===== config.mk =====
export PLATFORM = sky130hd
export DESIGN_NAME = cmdq_decoder
export DESIGN_NICKNAME = d
export VERILOG_FILES = /design/src/rtl/cqd_pkg.sv /design/src/rtl/cqd_fifo.sv /design/src/rtl/cqd_irq.sv /design/src/rtl/cqd_sequencer.sv /design/src/rtl/cmdq_decoder.sv
export SDC_FILE = /design/constraint.sdc
export NUM_CORES = 1
export LEC_CHECK = 0
export ABC_CLOCK_PERIOD_IN_PS = 8660
export BUFFER_PORTS_ARGS = -buffer_cell sky130_fd_sc_hd__buf_4
export CAP_MARGIN = 20
export CORE_MARGIN = 3
export CORE_UTILIZATION = 61
export CTS_CLUSTER_DIAMETER = 100
export DETAILED_ROUTE_END_ITERATION = 16
export PLACE_DENSITY = 0.94
export SLEW_MARGIN = 20
export SYNTH_ARGS = -nofsm -noshare
export SYNTH_HDL_FRONTEND = slang
export SYNTH_HIERARCHICAL = 1
export SYNTH_SLANG_ARGS = --single-unit

===== constraint.sdc =====
create_clock -name clk -period 8.66 [get_ports clk]
set_input_delay 0 -clock clk [delete_from_list [all_inputs] [get_ports clk]]
set_output_delay 0 -clock clk [all_outputs]
set_load 0.03 [all_outputs]

===== src/rtl/cqd_pkg.sv =====
package cqd_pkg;

    typedef enum logic [5:0] {
        OP_ENG_START  = 6'h0E,
        OP_SRC_SETUP  = 6'h10,
        OP_XFER_CLOSE = 6'h11,
        OP_KEY_LOAD   = 6'h15,
        OP_MEM_MOVE   = 6'h22
    } opcode_e;

    localparam int OPC_LSB      = 26;
    localparam int MOVE_DIR_BIT = 25;
    localparam int MOVE_CNT_LSB = 12;
    localparam int TBL_LSB      = 24;
    localparam int RAMSEL_BIT   = 23;
    localparam int KID_LSB      = 17;
    localparam int KID_W        = 6;

    localparam int IRQ_OP_DONE   = 0;
    localparam int IRQ_BAD_OP    = 1;
    localparam int IRQ_OVERFLOW  = 2;
    localparam int IRQ_MOVE_DONE = 3;
    localparam int IRQ_N         = 4;

    typedef enum logic [2:0] {
        S_FETCH,
        S_SRC_ADDR,
        S_MOVE_ADDR,
        S_ENG_RUN,
        S_MOVE_RUN,
        S_KEY_RUN
    } seq_state_e;

    typedef struct packed {
        logic [1:0]       tbl;
        logic             ram;
        logic [KID_W-1:0] id;
    } key_fields_t;

    function automatic logic [5:0] opcode_of(input logic [31:0] w);
        return w[OPC_LSB +: 6];
    endfunction

    function automatic key_fields_t key_fields_of(input logic [31:0] w);
        key_fields_t k;
        k.tbl = w[TBL_LSB +: 2];
        k.ram = w[RAMSEL_BIT];
        k.id  = w[KID_LSB +: KID_W];
        return k;
    endfunction

endpackage


===== src/rtl/cqd_fifo.sv =====
module cqd_fifo #(
    parameter int DEPTH = 5,
    parameter int W     = 32
) (
    input  logic         clk,
    input  logic         rst,
    input  logic         wr_en,
    input  logic [W-1:0] wr_data,
    input  logic         pop,
    output logic [W-1:0] head,
    output logic         empty,
    output logic         overflow_ev
);
    localparam int PTR_W = (DEPTH > 1) ? $clog2(DEPTH) : 1;
    localparam int CNT_W = $clog2(DEPTH + 1);

    logic [W-1:0]     mem [DEPTH];
    logic [PTR_W-1:0] rd_ptr, wr_ptr;
    logic [CNT_W-1:0] count;
    logic             full, push, do_pop;

    function automatic logic [PTR_W-1:0] bump(input logic [PTR_W-1:0] p);
        return (p == PTR_W'(DEPTH - 1)) ? '0 : p + 1'b1;
    endfunction

    assign full        = (count == CNT_W'(DEPTH));
    assign empty       = (count == '0);
    assign push        = wr_en && !full;
    assign do_pop      = pop && !empty;
    assign overflow_ev = wr_en && full;
    assign head        = mem[rd_ptr];

    always_ff @(posedge clk) begin
        if (rst) begin
            rd_ptr <= '0;
            wr_ptr <= '0;
            count  <= '0;
        end else begin
            if (push)   wr_ptr <= bump(wr_ptr);
            if (do_pop) rd_ptr <= bump(rd_ptr);
            case ({push, do_pop})
                2'b10:   count <= count + 1'b1;
                2'b01:   count <= count - 1'b1;
                default: count <= count;
            endcase
        end
    end

    always_ff @(posedge clk) begin
        if (push) mem[wr_ptr] <= wr_data;
    end

    AST_NO_OVERFLOW: assert property (@(posedge clk) disable iff (rst)
        (wr_en && full && !pop) |=> (count == $past(count))) else $error("dropped write changed fill");

endmodule


===== src/rtl/cqd_irq.sv =====
module cqd_irq #(
    parameter int N = 4
) (
    input  logic         clk,
    input  logic         rst,
    input  logic [N-1:0] set_ev,
    input  logic         clr_we,
    input  logic [N-1:0] clr_data,
    input  logic         en_we,
    input  logic [N-1:0] en_data,
    output logic [N-1:0] status,
    output logic         irq
);
    logic [N-1:0] en;

    always_ff @(posedge clk) begin
        if (rst) begin
            status <= '0;
            en     <= '0;
        end else begin
            if (en_we) en <= en_data;
            status <= (status & ~(clr_we ? clr_data : '0)) | set_ev;
        end
    end

    assign irq = |(status & en);

    AST_W1C_CLEARS: assert property (@(posedge clk) disable iff (rst)
        (clr_we && clr_data[0] && !set_ev[0]) |=> !status[0]) else $error("w1c failed");
    AST_BAD_OP_SETS: assert property (@(posedge clk) disable iff (rst)
        set_ev[1] |=> status[1]) else $error("bad opcode not flagged");

endmodule


===== src/rtl/cqd_sequencer.sv =====
module cqd_sequencer
    import cqd_pkg::*;
#(
    parameter int BLK_W  = 12,
    parameter int WCNT_W = 8
) (
    input  logic              clk,
    input  logic              rst,
    input  logic [31:0]       head,
    input  logic              empty,
    output logic              pop,
    input  logic              eng_done,
    input  logic              mdma_done,
    input  logic              key_ld_done,
    output logic              eng_start,
    output logic [31:0]       eng_src_addr,
    output logic [BLK_W-1:0]  eng_blocks,
    output logic              xfer_close,
    output logic              mdma_start,
    output logic              mdma_dir,
    output logic [31:0]       mdma_addr,
    output logic [WCNT_W-1:0] mdma_words,
    output logic              key_ld_start,
    output key_fields_t       key_f,
    output logic              ev_done,
    output logic              ev_bad,
    output logic              ev_move,
    output logic              busy,
    output logic              dma_busy
);
    seq_state_e state;
    logic       want;

    assign want     = (state == S_FETCH) || (state == S_SRC_ADDR) || (state == S_MOVE_ADDR);
    assign pop      = want && !empty;
    assign busy     = (state != S_FETCH);
    assign dma_busy = (state == S_MOVE_RUN);
    assign ev_done  = (state == S_ENG_RUN)  && eng_done;
    assign ev_move  = (state == S_MOVE_RUN) && mdma_done;

    always_ff @(posedge clk) begin
        if (rst) begin
            state        <= S_FETCH;
            eng_start    <= 1'b0;
            eng_src_addr <= '0;
            eng_blocks   <= '0;
            xfer_close   <= 1'b0;
            mdma_start   <= 1'b0;
            mdma_dir     <= 1'b0;
            mdma_addr    <= '0;
            mdma_words   <= '0;
            key_ld_start <= 1'b0;
            key_f        <= '0;
            ev_bad       <= 1'b0;
        end else begin
            eng_start    <= 1'b0;
            xfer_close   <= 1'b0;
            mdma_start   <= 1'b0;
            key_ld_start <= 1'b0;
            ev_bad       <= 1'b0;
            case (state)
                S_FETCH: if (!empty) begin
                    case (opcode_of(head))
                        OP_SRC_SETUP: state <= S_SRC_ADDR;
                        OP_ENG_START: begin
                            eng_blocks <= head[BLK_W-1:0];
                            eng_start  <= 1'b1;
                            state      <= S_ENG_RUN;
                        end
                        OP_XFER_CLOSE: xfer_close <= 1'b1;
                        OP_MEM_MOVE: begin
                            mdma_dir   <= head[MOVE_DIR_BIT];
                            mdma_words <= head[MOVE_CNT_LSB +: WCNT_W];
                            state      <= S_MOVE_ADDR;
                        end
                        OP_KEY_LOAD: begin
                            key_f        <= key_fields_of(head);
                            key_ld_start <= 1'b1;
                            state        <= S_KEY_RUN;
                        end
                        default: ev_bad <= 1'b1;
                    endcase
                end
                S_SRC_ADDR: if (!empty) begin
                    eng_src_addr <= head;
                    state        <= S_FETCH;
                end
                S_MOVE_ADDR: if (!empty) begin
                    mdma_addr  <= head;
                    mdma_start <= 1'b1;
                    state      <= S_MOVE_RUN;
                end
                S_ENG_RUN:  if (eng_done)    state <= S_FETCH;
                S_MOVE_RUN: if (mdma_done)   state <= S_FETCH;
                S_KEY_RUN:  if (key_ld_done) state <= S_FETCH;
                default:    state <= S_FETCH;
            endcase
        end
    end

    AST_START_PULSE: assert property (@(posedge clk) disable iff (rst)
        eng_start |=> !eng_start) else $error("start pulse too long");
    AST_ONE_LAUNCH: assert property (@(posedge clk) disable iff (rst)
        $onehot0({eng_start, mdma_start, key_ld_start})) else $error("two launches");
    AST_MOVE_BUSY: assert property (@(posedge clk) disable iff (rst)
        mdma_start |-> dma_busy) else $error("mover not busy at launch");
    AST_CLOSE_PULSE: assert property (@(posedge clk) disable iff (rst)
        xfer_close |-> !busy) else $error("close while busy");

endmodule


===== src/rtl/cmdq_decoder.sv =====
module cmdq_decoder
    import cqd_pkg::*;
#(
    parameter int DEPTH  = 5,
    parameter int BLK_W  = 12,
    parameter int WCNT_W = 8
) (
    input  logic              clk,
    input  logic              rst,
    input  logic              cmd_we,
    input  logic [31:0]       cmd_wdata,
    input  logic              int_clr_we,
    input  logic [3:0]        int_clr_data,
    input  logic              int_en_we,
    input  logic [3:0]        int_en_data,
    output logic [3:0]        int_status,
    output logic              irq,
    output logic              st_engine_busy,
    output logic              st_queue_empty,
    output logic              st_dma_busy,
    output logic              eng_start,
    output logic [31:0]       eng_src_addr,
    output logic [BLK_W-1:0]  eng_blocks,
    input  logic              eng_done,
    output logic              xfer_close,
    output logic              mdma_start,
    output logic              mdma_dir,
    output logic [31:0]       mdma_addr,
    output logic [WCNT_W-1:0] mdma_words,
    input  logic              mdma_done,
    output logic              key_ld_start,
    output logic [1:0]        key_tbl_sel,
    output logic              key_ram_sel,
    output logic [5:0]        key_id,
    input  logic              key_ld_done
);
    logic [31:0]      head;
    logic             empty, pop, ov_ev, ev_done, ev_bad, ev_move;
    logic [IRQ_N-1:0] set_ev;
    key_fields_t      key_f;

    cqd_fifo #(.DEPTH(DEPTH), .W(32)) u_fifo (
        .clk(clk), .rst(rst), .wr_en(cmd_we), .wr_data(cmd_wdata),
        .pop(pop), .head(head), .empty(empty), .overflow_ev(ov_ev)
    );

    cqd_sequencer #(.BLK_W(BLK_W), .WCNT_W(WCNT_W)) u_seq (
        .clk(clk), .rst(rst), .head(head), .empty(empty), .pop(pop),
        .eng_done(eng_done), .mdma_done(mdma_done), .key_ld_done(key_ld_done),
        .eng_start(eng_start), .eng_src_addr(eng_src_addr), .eng_blocks(eng_blocks),
        .xfer_close(xfer_close), .mdma_start(mdma_start), .mdma_dir(mdma_dir),
        .mdma_addr(mdma_addr), .mdma_words(mdma_words), .key_ld_start(key_ld_start),
        .key_f(key_f), .ev_done(ev_done), .ev_bad(ev_bad), .ev_move(ev_move),
        .busy(st_engine_busy), .dma_busy(st_dma_busy)
    );

    always_comb begin
        set_ev                = '0;
        set_ev[IRQ_OP_DONE]   = ev_done;
        set_ev[IRQ_BAD_OP]    = ev_bad;
        set_ev[IRQ_OVERFLOW]  = ov_ev;
        set_ev[IRQ_MOVE_DONE] = ev_move;
    end

    cqd_irq #(.N(IRQ_N)) u_irq (
        .clk(clk), .rst(rst), .set_ev(set_ev),
        .clr_we(int_clr_we), .clr_data(int_clr_data),
        .en_we(int_en_we), .en_data(int_en_data),
        .status(int_status), .irq(irq)
    );

    assign st_queue_empty = empty;
    assign key_tbl_sel    = key_f.tbl;
    assign key_ram_sel    = key_f.ram;
    assign key_id         = key_f.id;

    AST_OVERFLOW_FLAG: assert property (@(posedge clk) disable iff (rst)
        (cmd_we && !st_queue_empty && ov_ev) |=> int_status[IRQ_OVERFLOW]) else $error("overflow not flagged");

endmodule


==> impl_metrics.json <==
{
  "fin_area_sq_mm": 0.0133,
  "post_drt_wl_per_cell_um": 22.9,
  "fmax_mhz": 261,
  "peakVddDrop_mv": 0.182,
  "antenna_cells": 0,
  "power_leakage_uw": 0.00493,
  "clk_latency_ns": 0.53,
  "critPathLaunchType": "register",
  "die_h_um": 138,
  "yosysWarnings": 6,
  "dp_slack_ns": 5.07,
  "cts_tree": "built",
  "ios": 154,
  "rows": 47,
  "synth_edf_count": 160,
  "setup_slack_ns": 4.83,
  "die_w_um": 138,
  "firstDrtPassIters": 5,
  "critPathMaxFanout": 29,
  "synth_seq_area_share": 0.683,
  "required_ns": 9.04,
  "hold_viol_final": 0,
  "max_slew_margin": 0.245,
  "async_flop_share": 0,
  "grt_max_degree": 67,
  "drtAntennaViolNets": 0,
  "clockRootBuffer": "clkbuf_16",
  "fillers": 861,
  "core_sq_mm": 0.0168,
  "status": "finished, final reports clean",
  "via_per_inst": 6.08,
  "drv_slew": 0,
  "layout-drive-gt1-share": 0.293,
  "arrival_ns": 4.21,
  "synth_area_sq_mm": 0.0106,
  "ys_ff_latch": 282,
  "htree_levels": 1,
  "post-route-drc-count": 0,
  "tns_ns": 0,
  "skew_ns": 0.0133,
  "clk_pin_slew_ns": 0.06,
  "nets": 1026,
  "rsz0062_at_grt": "no",
  "hp-class": "in2reg",
  "drt-initial-drc-count": 728,
  "period_share": 0.442,
  "gp_congestion": 0.839,
  "synth.net_count": 825,
  "final_common_cell": "buf_4",
  "dieArea_sq_mm": 0.0190,
  "period_needed_ns": 3.83,
  "final_cell_mix": "buf_4, edfxtp_1, nand2_1",
  "grt_pass1_wl_mm": 41.7,
  "grt_util_all_layers": 0.291,
  "critPathKind": "reg2reg",
  "synth_cell_types": 54,
  "vias": 7370,
  "grt_antenna_before_repair": 0,
  "cts_buffer_depth": 3,
  "synth_cells": 771,
  "synthToLayoutAreaGrowth_pct": 25.4,
  "portBuffers": 153,
  "cts_buffers": 27,
  "start_util": 0.631,
  "dpl.hpwl_mm": 16.9,
  "maxCapViolations": 0,
  "power.density_mw_per_mm2": 244,
  "grt_overflow": 0,
  "cts.sinks": 282,
  "synth_flop_cell": "edfxtp_1",
  "worstSetupEndpointType": "register",
  "syn_avg_cell_area_sq_um": 13.8,
  "worst_slew_pin_slew_ns": 1.12,
  "grt_pass1_vias": 7513,
  "placed_area_sq_mm": 0.0119,
  "drt-total-wl_mm": 27.7,
  "rrSetupSlack_ns": 4.83,
  "setup_viol": 0
}
==> kinds of logic after synthesis <==
kind of cell    count (synthesis)  share of synthesized area
buf+inv                        60                     0.0277
compound gates                 94                     0.0496
mux                           102                      0.138
xor+xnor                        2                    0.00165
fa+ha+maj                       6                    0.00778
flops                         282                      0.683
simple gates                  225                     0.0929
==> worst max-delay path: stages (launching register included) <==
cell and delay, ns:
dfxtp_2 0.40, buf_4 0.54, mux4_2 0.57, mux2_2 0.35, nor3b_2 0.31, nand3_1 0.26
nor2_2 0.76, mux2i_1 0.39, nor2_1 0.08
==> power breakdown <==
part | internal, uW | switching (uW) | total [uW]
Clock | 654 | 475 | 1130
Combinational | 260 | 325 | 585
Sequential | 1480 | 47.9 | 1530
Total | 2390 | 847 | 3240
==> Yosys cell counts, drive strengths merged, types with 2 or more instances <==
| library cell | instances | share of area |
|---|---|---|
| clkbuf | 19 | 0.0068 |
| nand2 | 136 | 0.048 |
| nor3 | 4 | 0.0024 |
| a22oi | 2 | 0.0014 |
| dfxtp | 122 | 0.23 |
| mux2i | 37 | 0.035 |
| mux4 | 32 | 0.068 |
| nor3b | 4 | 0.0033 |
| edfxtp | 160 | 0.45 |
| or3 | 2 | 0.0017 |
| nor4 | 7 | 0.0047 |
| a311oi | 4 | 0.0033 |
| ha | 5 | 0.0059 |
| or2 | 2 | 0.0012 |
| a21oi | 71 | 0.033 |
| o31ai | 2 | 0.0014 |
| nand3 | 5 | 0.0024 |
| and2 | 5 | 0.0029 |
| xor2 | 2 | 0.0017 |
| nor2 | 48 | 0.017 |
| buf | 26 | 0.016 |
| nor2b | 2 | 0.0012 |
| or3b | 2 | 0.0017 |
| mux2 | 33 | 0.035 |
| a211oi | 2 | 0.0014 |
| inv | 15 | 0.0053 |
| a211o | 3 | 0.0025 |
| o21ai | 6 | 0.0032 |
==> cell type report <==
type / instances / area (sq um) / area share
clock buffers: 38 / 777 / 0.0584
multi-input cells: 429 / 3110 / 0.234
well taps: 220 / 275 / 0.0207
clock inverters: 11 / 83.8 / 0.00630
flip-flops and latches: 282 / 7250 / 0.545
repair buffers: 217 / 1750 / 0.132
inverters: 15 / 56.3 / 0.00423
==> sequential cells by signal (all words and copies together), names as in the netlist, 3 cells and up, named ones only <==
| register | flops |
|---|---|
| u_seq/mdma_addr | 32 |
| u_irq/en | 4 |
| u_fifo/wr_ptr | 3 |
| u_seq/eng_src_addr | 32 |
| u_fifo/rd_ptr | 3 |
| u_irq/status | 4 |
| u_seq/key_f | 9 |
| u_fifo/mem | 160 |
| u_seq/state | 3 |
| u_seq/eng_blocks | 12 |
| u_seq/mdma_words | 8 |
| u_fifo/count | 3 |
==> through the flow <==
stage	hold slack, ns	power (uW)	util	cells
2_1_floorplan	0.0989	1950	-	771
3_3_place_gp	0.203	2070	0.710	1113
3_5_place_dp	0.207	2100	0.710	1113
4_1_cts	0.207	3250	0.791	1212
5_1_grt	0.225	3350	0.791	1212
6_report	0.235	3240	0.791	1212
==> worst paths after layout <==
check                         from               endpoint  depth (start not counted)
max                       register    u_seq/eng_blocks[9]                          8
min                  cmd_wdata[23]      u_fifo/mem[1][23]                          2
max reg2reg               register    u_seq/eng_blocks[9]                          8
min reg2reg  u_seq/eng_src_addr[1]  u_seq/eng_src_addr[1]                          2
==> timing repair <==
action / in CTS / in global routing
gates resized for setup: 0 / 0
buffers inserted: 0 / 0
hold endpoints to repair: 191 / 0
hold buffers: 50 / 0
==> layer usage <==
metal / routed length [um] / share of wire / GRT usage / up-vias
met3: 2810 / 0.10 / 0.0646 / 102
met1: 10100 / 0.36 / 0.367 / 3590
met4: 1210 / 0.044 / 0.123 / 0
li1: - / - / - / 3193
met5: 0 / 0 / 0 / -
met2: 13600 / 0.49 / 0.490 / 485
Note: power is estimated with default switching activity, not from simulation.
